--- config.mk ---
export PLATFORM = sky130hd
export DESIGN_NAME = gpio_edge_ctrl
export DESIGN_NICKNAME = d
export VERILOG_FILES = /design/src/rtl/gpio_edge_pkg.sv /design/src/rtl/gpio_sync.sv /design/src/rtl/gpio_out_regs.sv /design/src/rtl/gpio_edge_cause.sv /design/src/rtl/gpio_edge_ctrl.sv
export SDC_FILE = /design/constraint.sdc
export NUM_CORES = 1
export LEC_CHECK = 0
export BUFFER_PORTS_ARGS = -buffer_cell sky130_fd_sc_hd__buf_4
export CAP_MARGIN = 20
export CORE_MARGIN = 5
export CORE_UTILIZATION = 60
export CTS_BUF_LIST = sky130_fd_sc_hd__clkbuf_8
export DETAILED_ROUTE_END_ITERATION = 16
export PLACE_DENSITY = 0.83
export SLEW_MARGIN = 20
export SYNTH_ARGS = -nofsm -noshare
export SYNTH_HDL_FRONTEND = slang
export SYNTH_SLANG_ARGS = --single-unit
export TNS_END_PERCENT = 5
--- constraint.sdc ---
create_clock -name clk -period 2.34 [get_ports clk]
set_input_delay 0.234 -clock clk [delete_from_list [all_inputs] [get_ports clk]]
set_output_delay 0.234 -clock clk [all_outputs]
set_load 0.01 [all_outputs]
--- src/rtl/gpio_edge_pkg.sv ---
// Package: shared constants and region codes for the GPIO edge controller.
// Assumes a 32-bit data bus and byte offsets of five bits.
package gpio_edge_pkg;
    localparam int BUS_DW = 32;
    localparam int BUS_AW = 5;

    typedef enum logic [1:0] {
        RGN_CFG   = 2'd0,
        RGN_CAUSE = 2'd1,
        RGN_SET   = 2'd2,
        RGN_CLR   = 2'd3
    } region_e;

    // Offsets inside the set and clear windows
    localparam logic [BUS_AW-1:0] OFF_OE     = 5'h00;
    localparam logic [BUS_AW-1:0] OFF_DOUT   = 5'h04;
    // Offsets inside the configuration region
    localparam logic [BUS_AW-1:0] OFF_RISE   = 5'h00;
    localparam logic [BUS_AW-1:0] OFF_FALL   = 5'h04;
    localparam logic [BUS_AW-1:0] OFF_PIN    = 5'h08;
    // Offsets inside the cause region
    localparam logic [BUS_AW-1:0] OFF_VIS    = 5'h00;
    localparam logic [BUS_AW-1:0] OFF_EVMASK = 5'h14;
    localparam logic [BUS_AW-1:0] OFF_CAUSECLR = 5'h18;
endpackage

--- src/rtl/gpio_sync.sv ---
// Module: gpio_sync
// Multi-stage synchroniser for a vector of asynchronous inputs.
// Assumes each bit is independent (no bus coherency is needed across bits).
module gpio_sync #(
    parameter int W      = 32,
    parameter int STAGES = 2
) (
    input  logic         clk,
    input  logic         rst_n,
    input  logic [W-1:0] din,
    output logic [W-1:0] dout
);
    logic [W-1:0] stg [STAGES];

    genvar s;
    generate
        for (s = 0; s < STAGES; s++) begin : g_stage
            if (s == 0) begin : g_first
                // First stage captures the raw pad value
                always_ff @(posedge clk) begin
                    if (!rst_n) stg[0] <= '0;
                    else        stg[0] <= din;
                end
            end else begin : g_next
                // Later stages resolve metastability
                always_ff @(posedge clk) begin
                    if (!rst_n) stg[s] <= '0;
                    else        stg[s] <= stg[s-1];
                end
            end
        end
    endgenerate

    assign dout = stg[STAGES-1];
endmodule

--- src/rtl/gpio_out_regs.sv ---
// Module: gpio_out_regs
// Output-enable and output-data registers, updated by set and clear masks.
// Drives the pad enable and qualified pad data.
// Assumes the decoder never asserts set and clear of the same register in one cycle.
module gpio_out_regs #(
    parameter int W = 32
) (
    input  logic         clk,
    input  logic         rst_n,
    input  logic [W-1:0] set_oe,
    input  logic [W-1:0] clr_oe,
    input  logic [W-1:0] set_do,
    input  logic [W-1:0] clr_do,
    output logic [W-1:0] oe_q,
    output logic [W-1:0] do_q,
    output logic [W-1:0] pad_o,
    output logic [W-1:0] pad_oe
);
    // Output-enable register: bitwise set and clear
    always_ff @(posedge clk) begin
        if (!rst_n) oe_q <= '0;
        else        oe_q <= (oe_q | set_oe) & ~clr_oe;
    end

    // Output-data register: bitwise set and clear
    always_ff @(posedge clk) begin
        if (!rst_n) do_q <= '0;
        else        do_q <= (do_q | set_do) & ~clr_do;
    end

    // Pad drive: data only where enabled, the pad cell floats otherwise
    always_comb begin
        pad_oe = oe_q;
        pad_o  = do_q & oe_q;
    end

    assert_set_oe_R1: assert property (@(posedge clk) disable iff (!rst_n)
        (set_oe != '0 && clr_oe == '0) |=> ((oe_q & $past(set_oe)) == $past(set_oe)));

    assert_clr_do_R2: assert property (@(posedge clk) disable iff (!rst_n)
        (clr_do != '0) |=> ((do_q & $past(clr_do)) == '0));

    assert_reset_R10: assert property (@(posedge clk)
        !rst_n |=> (oe_q == '0 && do_q == '0));
endmodule

--- src/rtl/gpio_edge_cause.sv ---
// Module: gpio_edge_cause
// Per-pin edge detection on synchronised inputs with sticky cause latches.
// Assumes din_s is already synchronous to clk. A detected edge has priority
// over a clear request in the same cycle.
module gpio_edge_cause #(
    parameter int W = 32
) (
    input  logic         clk,
    input  logic         rst_n,
    input  logic [W-1:0] din_s,
    input  logic [W-1:0] rise_en,
    input  logic [W-1:0] fall_en,
    input  logic [W-1:0] clr,
    output logic [W-1:0] cause_q
);
    logic [W-1:0] din_d;
    logic [W-1:0] hit;

    // Previous synchronised value for edge comparison
    always_ff @(posedge clk) begin
        if (!rst_n) din_d <= '0;
        else        din_d <= din_s;
    end

    // Enabled edges of either polarity
    always_comb begin
        hit = (rise_en & din_s & ~din_d) | (fall_en & ~din_s & din_d);
    end

    // Sticky cause: cleared on request, set by an edge which wins any tie
    always_ff @(posedge clk) begin
        if (!rst_n) cause_q <= '0;
        else        cause_q <= (cause_q & ~clr) | hit;
    end

    assert_edge_wins_R7: assert property (@(posedge clk) disable iff (!rst_n)
        (hit != '0) |=> ((cause_q & $past(hit)) == $past(hit)));

    assert_sticky_R6: assert property (@(posedge clk) disable iff (!rst_n)
        (cause_q != '0) |=> ((($past(cause_q) & ~$past(clr)) & ~cause_q) == '0));
endmodule

--- src/rtl/gpio_edge_ctrl.sv ---
// Module: gpio_edge_ctrl (top)
// Memory-mapped GPIO bank: bus decode, edge configuration, event mask,
// read mux and registered shared interrupt.
// Assumes single-cycle bus strobes and a read data path with no wait state.
module gpio_edge_ctrl #(
    parameter int NPINS = 32
) (
    input  logic                               clk,
    input  logic                               rst_n,
    input  logic [1:0]                         bus_region,
    input  logic [gpio_edge_pkg::BUS_AW-1:0]   bus_addr,
    input  logic                               bus_wr,
    input  logic                               bus_rd,
    input  logic [gpio_edge_pkg::BUS_DW-1:0]   bus_wdata,
    output logic [gpio_edge_pkg::BUS_DW-1:0]   bus_rdata,
    input  logic [NPINS-1:0]                   pad_i,
    output logic [NPINS-1:0]                   pad_o,
    output logic [NPINS-1:0]                   pad_oe,
    output logic                               irq
);
    import gpio_edge_pkg::*;

    localparam int DW = BUS_DW;

    logic [NPINS-1:0] wbits;
    logic             wr_cfg, wr_cause, wr_set, wr_clr;
    logic [NPINS-1:0] set_oe, clr_oe, set_do, clr_do, cause_clr;
    logic [NPINS-1:0] oe_q, do_q;
    logic [NPINS-1:0] pin_s;
    logic [NPINS-1:0] rise_q, fall_q, evmask_q;
    logic [NPINS-1:0] cause_q, cause_vis;
    logic             irq_q;
    logic [DW-1:0]    rd_mux;

    // Widen a pin vector to the bus, upper bits zero
    function automatic logic [DW-1:0] zext(input logic [NPINS-1:0] v);
        logic [DW-1:0] r;
        r = '0;
        r[NPINS-1:0] = v;
        return r;
    endfunction

    // Write decode per region
    always_comb begin
        wbits    = bus_wdata[NPINS-1:0];
        wr_cfg   = bus_wr && (bus_region == RGN_CFG);
        wr_cause = bus_wr && (bus_region == RGN_CAUSE);
        wr_set   = bus_wr && (bus_region == RGN_SET);
        wr_clr   = bus_wr && (bus_region == RGN_CLR);
        set_oe   = (wr_set && bus_addr == OFF_OE)   ? wbits : '0;
        set_do   = (wr_set && bus_addr == OFF_DOUT) ? wbits : '0;
        clr_oe   = (wr_clr && bus_addr == OFF_OE)   ? wbits : '0;
        clr_do   = (wr_clr && bus_addr == OFF_DOUT) ? wbits : '0;
        cause_clr = (wr_cause && bus_addr == OFF_CAUSECLR) ? wbits : '0;
    end

    gpio_sync #(.W(NPINS), .STAGES(2)) u_sync (
        .clk  (clk),
        .rst_n(rst_n),
        .din  (pad_i),
        .dout (pin_s)
    );

    gpio_out_regs #(.W(NPINS)) u_out (
        .clk   (clk),
        .rst_n (rst_n),
        .set_oe(set_oe),
        .clr_oe(clr_oe),
        .set_do(set_do),
        .clr_do(clr_do),
        .oe_q  (oe_q),
        .do_q  (do_q),
        .pad_o (pad_o),
        .pad_oe(pad_oe)
    );

    // Rising and falling edge enables, plain read/write
    always_ff @(posedge clk) begin
        if (!rst_n) begin
            rise_q <= '0;
            fall_q <= '0;
        end else if (wr_cfg) begin
            if (bus_addr == OFF_RISE) rise_q <= wbits;
            if (bus_addr == OFF_FALL) fall_q <= wbits;
        end
    end

    // Event-enable mask, plain read/write
    always_ff @(posedge clk) begin
        if (!rst_n)                                 evmask_q <= '0;
        else if (wr_cause && bus_addr == OFF_EVMASK) evmask_q <= wbits;
    end

    gpio_edge_cause #(.W(NPINS)) u_cause (
        .clk    (clk),
        .rst_n  (rst_n),
        .din_s  (pin_s),
        .rise_en(rise_q),
        .fall_en(fall_q),
        .clr    (cause_clr),
        .cause_q(cause_q)
    );

    // Visible causes after masking
    always_comb cause_vis = cause_q & evmask_q;

    // Registered shared interrupt level
    always_ff @(posedge clk) begin
        if (!rst_n) irq_q <= 1'b0;
        else        irq_q <= |cause_vis;
    end
    assign irq = irq_q;

    // Read mux across regions and offsets
    always_comb begin
        rd_mux = '0;
        unique case (bus_region)
            RGN_CFG: begin
                if (bus_addr == OFF_RISE)      rd_mux = zext(rise_q);
                else if (bus_addr == OFF_FALL) rd_mux = zext(fall_q);
                else if (bus_addr == OFF_PIN)  rd_mux = zext(pin_s);
            end
            RGN_CAUSE: begin
                if (bus_addr == OFF_VIS)         rd_mux = zext(cause_vis);
                else if (bus_addr == OFF_EVMASK) rd_mux = zext(evmask_q);
            end
            default: begin
                if (bus_addr == OFF_OE)        rd_mux = zext(oe_q);
                else if (bus_addr == OFF_DOUT) rd_mux = zext(do_q);
            end
        endcase
        bus_rdata = bus_rd ? rd_mux : '0;
    end

    assert_irq_follows_R8: assert property (@(posedge clk) disable iff (!rst_n)
        (bus_rd && bus_region == RGN_CAUSE && bus_addr == OFF_VIS && bus_rdata != '0) |=> irq);

    assert_irq_reset_R10: assert property (@(posedge clk)
        !rst_n |=> !irq);
endmodule

Word-level counts from Yosys, hierarchy flattened
Memory sizes are Yosys's and may differ from the RTL's.
Cells that the tools add are included.
Storage, ports and cells
  bits in registers: 225
  RAM bits: 64
  input port bits: 75
  word-level logic and storage cells: 69
  memories: 1
Memory list
  u_sync.stg: words 2, bits a word 32, read ports 2, clocked after Yosys merged registers in 0, write ports 2, line gpio_sync.sv:13  | logic [W-1:0] stg [STAGES];
Cells by class
  equality and inequality tests: 7
  muxes and demuxes: 18
  bitwise logic cells: 20
  reductions and logical operators: 15
Operators with widths (count)
  2-to-1 mux 32 bit: 15
  AND 32 bit: 9
  inverter 32 bit: 5
  bitwise OR 32 bit: 4
  case mux 32 bit (2 select lines): 1
  OR reduction 32 bit: 1
  == test 5 bit, second input constant: 2
  logical AND 1 bit: 10
  == test 5 x 3 -> 1 bit, second input constant: 1
  == test 5 x 4 -> 1 bit, second input constant: 1
  logical NOT 5 bit: 1
  == test 2 bit, second input constant: 2
  AND reduction 2 bit: 2
  == test 2 x 1 -> 1 bit, second input constant: 1
  logical NOT 2 bit: 1
  2-to-1 mux 1 bit: 2
  bitwise OR 1 bit: 2

Longest topological paths before layout
  depth after elaboration: 7
  gate-level depth with buffers: 8
  depth with buffers taken out: 4

Cells and area by module
A second synthesis with hierarchy kept.
Unflattened totals
  cells, all modules: 1608
  area, all modules: 13802.0 µm²
By module, submodules not included
  gpio_edge_ctrl: times used 1, cells each 974, area an instance 6979.2 µm²
  gpio_edge_cause: times used 1, cells each 238, area an instance 2558.7 µm²
  gpio_out_regs: times used 1, cells each 262, area an instance 2472.4 µm²
  gpio_sync: times used 1, cells each 134, area an instance 1791.7 µm²

Worst setup path after synthesis
OpenSTA, ideal clock, no wires.
  path type: input -> output
  start: in bus_addr[2] (netlist bit)
  end: out bus_rdata[20] (netlist bit)
  arrival: 1734 ps
  required time: 2106 ps
  path slack: 372 ps
  stages on the path: 6
  path buffers: 2
  cells stage by stage: buf_2 -> or4_4 -> clkbuf_1 -> o21ai_0 -> a21oi_1 -> nor4_1
Between the ends
  word-level cells in the longest chain between the ends: 6
  elaborated cells between the ends (all ways): 13
RTL lines
  start, declared: line gpio_edge_ctrl.sv:11  | input logic [gpio_edge_pkg::BUS_AW-1:0] bus_addr,
  == test 5 x 4 -> 1 bit: line gpio_edge_ctrl.sv:121  | else if (bus_addr == OFF_PIN) rd_mux = zext(pin_s);
  2-to-1 mux 32 bit: line gpio_edge_ctrl.sv:121
  2-to-1 mux 32 bit: line gpio_edge_ctrl.sv:120  | else if (bus_addr == OFF_FALL) rd_mux = zext(fall_q);
  2-to-1 mux 32 bit: line gpio_edge_ctrl.sv:119  | if (bus_addr == OFF_RISE) rd_mux = zext(rise_q);
  case mux 32 bit (2 select lines) (*): line gpio_edge_ctrl.sv:117  | unique case (bus_region)
  2-to-1 mux 32 bit (*): line gpio_edge_ctrl.sv:132  | bus_rdata = bus_rd ? rd_mux : '0;
  end, declared: line gpio_edge_ctrl.sv:15  | output logic [gpio_edge_pkg::BUS_DW-1:0] bus_rdata,
Every way passes the cells marked *; elsewhere a longest branch is shown, timed or not.

Worst setup path in the final report
  start: in bus_addr[1] (netlist bit)
  end: out bus_rdata[0] (netlist bit)
The elaborated chain is that of the path after synthesis.

==> impl_metrics.csv <==
group,metric,value,unit
yosys,yosys-top-cells-area,"dfxtp_1 (47%), a21oi_1 (7.8%), nand2_1 (6.9%)",
timing,worstMarginPinSlew,0.5183,ns
yosys,synth_most_common_cell,"dfxtp_1",
timing,max_freq,449.9,MHz
die,dieHeight,153.4,um
final_layout,stdcell_count,1910,
timing,hold_violations,0,
yosys,yosys_register_bits,289,
timing,rsz0062_at_grt,"false",
routing,first_pass_iters,5,
setup_path,crit_path_max_fanout,10,
clock_tree,cts_made_buffers,45,
routing,antenna_left,0,
setup_path,crit_type,"in2out",
clock_tree,cts_sinks,289,
routing,routed_wl,38300,um
yosys,seq_area_frac_synth,46.93,%
yosys,ys_warn_count,0,
yosys,avgSynthCellArea,8.726,um2
routing,drtIter0Drc,1246,
yosys,synth-edff-count,0,
final_layout,n_fill_cell,1386,
clock_tree,clkTransAtPathRegs,0.06,ns
hold_path,hold_class,"in2reg",
yosys,synth_async_sr_flop_share,0,%
die,die-area,23520,um2
clock_tree,root_buffer,"clkbuf_8",
global_route,grt_pass1_vias,11370,
setup_path,start_kind,"input pin",
global_route,antenna_found_initial,0,
final_layout,final_layout_size_suffix_gt1_share,20.30,%
setup_path,cp_data_required_time,2.11,ns
timing,clock_skew,0.01752,ns
global_route,grt_pass1_wl,60010,um
routing,wl_per_cell,20.05,um
timing,worst_slack,0.1173,ns
clock_tree,postCtsSetupRepairBufs,0,
routing,num_vias,11800,
clock_tree,htree_levels,2,
placement,portBuffers,171,
power,ir_drop,0.4536,mV
die,core_region_area,20230,um2
final_layout,fin_area,15440,um2
final_layout,multi_input_comb_area,5917,um2
global_route,grt_overflow,0,
die,start_util,60.93,%
timing,hold_ws,0.09763,ns
placement,gp_congestion,0.9338,
final_layout,area_growth,25.27,%
die,fp.dieW,153.4,um
timing,slew_headroom,65.45,%
yosys,ys.flop_type,"dfxtp_1",
global_route,grt_util_all_layers,30.92,%
setup_path,reg2reg_depth,4,
timing,finalMaxSlewViolations,0,
routing,via_per_inst,6.179,
die,ios,172,
timing,post-route-period-util,94.99,%
yosys,synth_cell_type_count,40,
placement,place_area,13890,um2
yosys,yosys.area.top_type,"dfxtp_1",
timing,setup_tns,0,ns
final_layout,regArea,5786,um2
placement,dp_cells,1768,
power,pwr_density_cell,652.7,nW/um2
final_layout,final_nets,1684,
timing,setup_viol,0,
clock_tree,clk_latency,0.56,ns
die,row_count,52,
yosys,yosysTopAreaCellShare,46.93,%
power,power_leakage,0.005971,uW
run,maxCapViolations,0,
placement,place_hpwl,24640,um
setup_path,critPathArrivalTime,1.99,ns
global_route,grt_max_degree,129,
yosys,synthCells,1413,
final_layout,diodes,0,
clock_tree,cts_tree,"built",
hold_path,hold_depth,3,
outcome,status,"completed",
yosys,syn_area,12330,um2
setup_path,end_kind,"output pin",
timing,fin_crit,2.223,ns
yosys,synth_fp_nets,1488,
yosys,synth_common_cells,"dfxtp_1 (289), nand2_1 (225), a21oi_1 (192)",
placement,place_ws,0.1365,ns
routing,drc,0,
clock_tree,clock_path_buffers,3,
power by group:
group	internal, uW	total, uW	switching [uW]
clock network	2310	4250	1940
logic	360	800	440
registers	4990	5030	40.7
cells by family after synthesis:
family / Yosys count / synth area share (%)
buf+inv: 145 / 5.297
mux: 31 / 2.517
compound gates: 496 / 26.25
flops: 289 / 46.93
simple gates: 452 / 19.01
cell usage in the layout, fill, tap and decap left out, types with 2 or more instances in the layout:
master | synthesis | final
o21ai_1 | 8 | 8
nor2b_1 | 2 | 2
nor2_4 | 1 | 2
clkinv_2 | 0 | 4
buf_12 | 0 | 11
inv_1 | 3 | 15
nor3_2 | 0 | 2
o21ai_0 | 56 | 56
nand4_1 | 5 | 5
a21boi_0 | 32 | 32
nor3_4 | 2 | 2
nand3b_1 | 33 | 33
nand2b_1 | 3 | 3
mux2i_1 | 31 | 31
dfxtp_1 | 289 | 289
a21o_1 | 31 | 31
a31oi_1 | 31 | 31
a211oi_1 | 34 | 34
o21a_1 | 32 | 32
clkbuf_8 | 0 | 61
a22oi_1 | 16 | 16
a21oi_1 | 192 | 192
and2_1 | 129 | 129
buf_4 | 1 | 215
nor2_1 | 4 | 2
nor4_1 | 34 | 33
nand3_1 | 3 | 3
nand2_1 | 225 | 225
dlygate4sd3_1 | 0 | 64
nand4b_1 | 2 | 2
and3_1 | 2 | 2
a211oi_2 | 30 | 30
a221oi_1 | 32 | 32
timing repair:
item	in CTS	in global routing
hold endpoints to repair	191	0
hold buffers	64	0
resized for setup	0	0
cell type report:
type	instances	area share [%]
Timing Repair Buffer	290	16.02
Inverter	4	0.1134
Clock inverter	17	0.4699
Clock buffer	61	5.436
Multi-Input combinational cell	979	38.31
Tap cell	270	2.187
Sequential cell	289	37.46
per-stage QoR:
stage | util, % | power [uW]
after floorplan | - | 5539
after global placement | 68.66 | 5818
after detailed placement | 68.66 | 5835
after CTS | 76.33 | 10090
after global routing | 76.33 | 10400
final | 76.33 | 10080
flip-flops by register name, summed over array words and instances (netlist names):
| register | flops |
|---|---|
| u_cause.din_d | 32 |
| fall_q | 32 |
| u_cause.cause_q | 32 |
| irq | 1 |
| u_out.do_q | 32 |
| evmask_q | 32 |
| u_out.oe_q | 32 |
| u_sync.stg | 64 |
| rise_q | 32 |
worst max-delay path, cell delays in order:
cell and delay (ns):
buf_4 0.13, or4_4 0.56, buf_4 0.20, o21ai_0 0.17, a21oi_1 0.08, nor4_1 0.41
buf_4 0.20
path summary, 6_finish.rpt:
kind,from,slack [ns],to
max,bus_addr[1],0.12,bus_rdata[0]
min,rst_n,0.1,fall_q[4]
max reg2reg,u_cause.cause_q[12],1.11,irq
min reg2reg,u_sync.stg[0][15],0.43,u_sync.stg[1][15]
per-layer routing:
layer	routed length [um]	track usage (%)
met4	1449	13.41
met3	3774	7.040
met1	15200	39.70
met2	17870	50.23
met5	0	0
(Power assumes the default switching activity.)
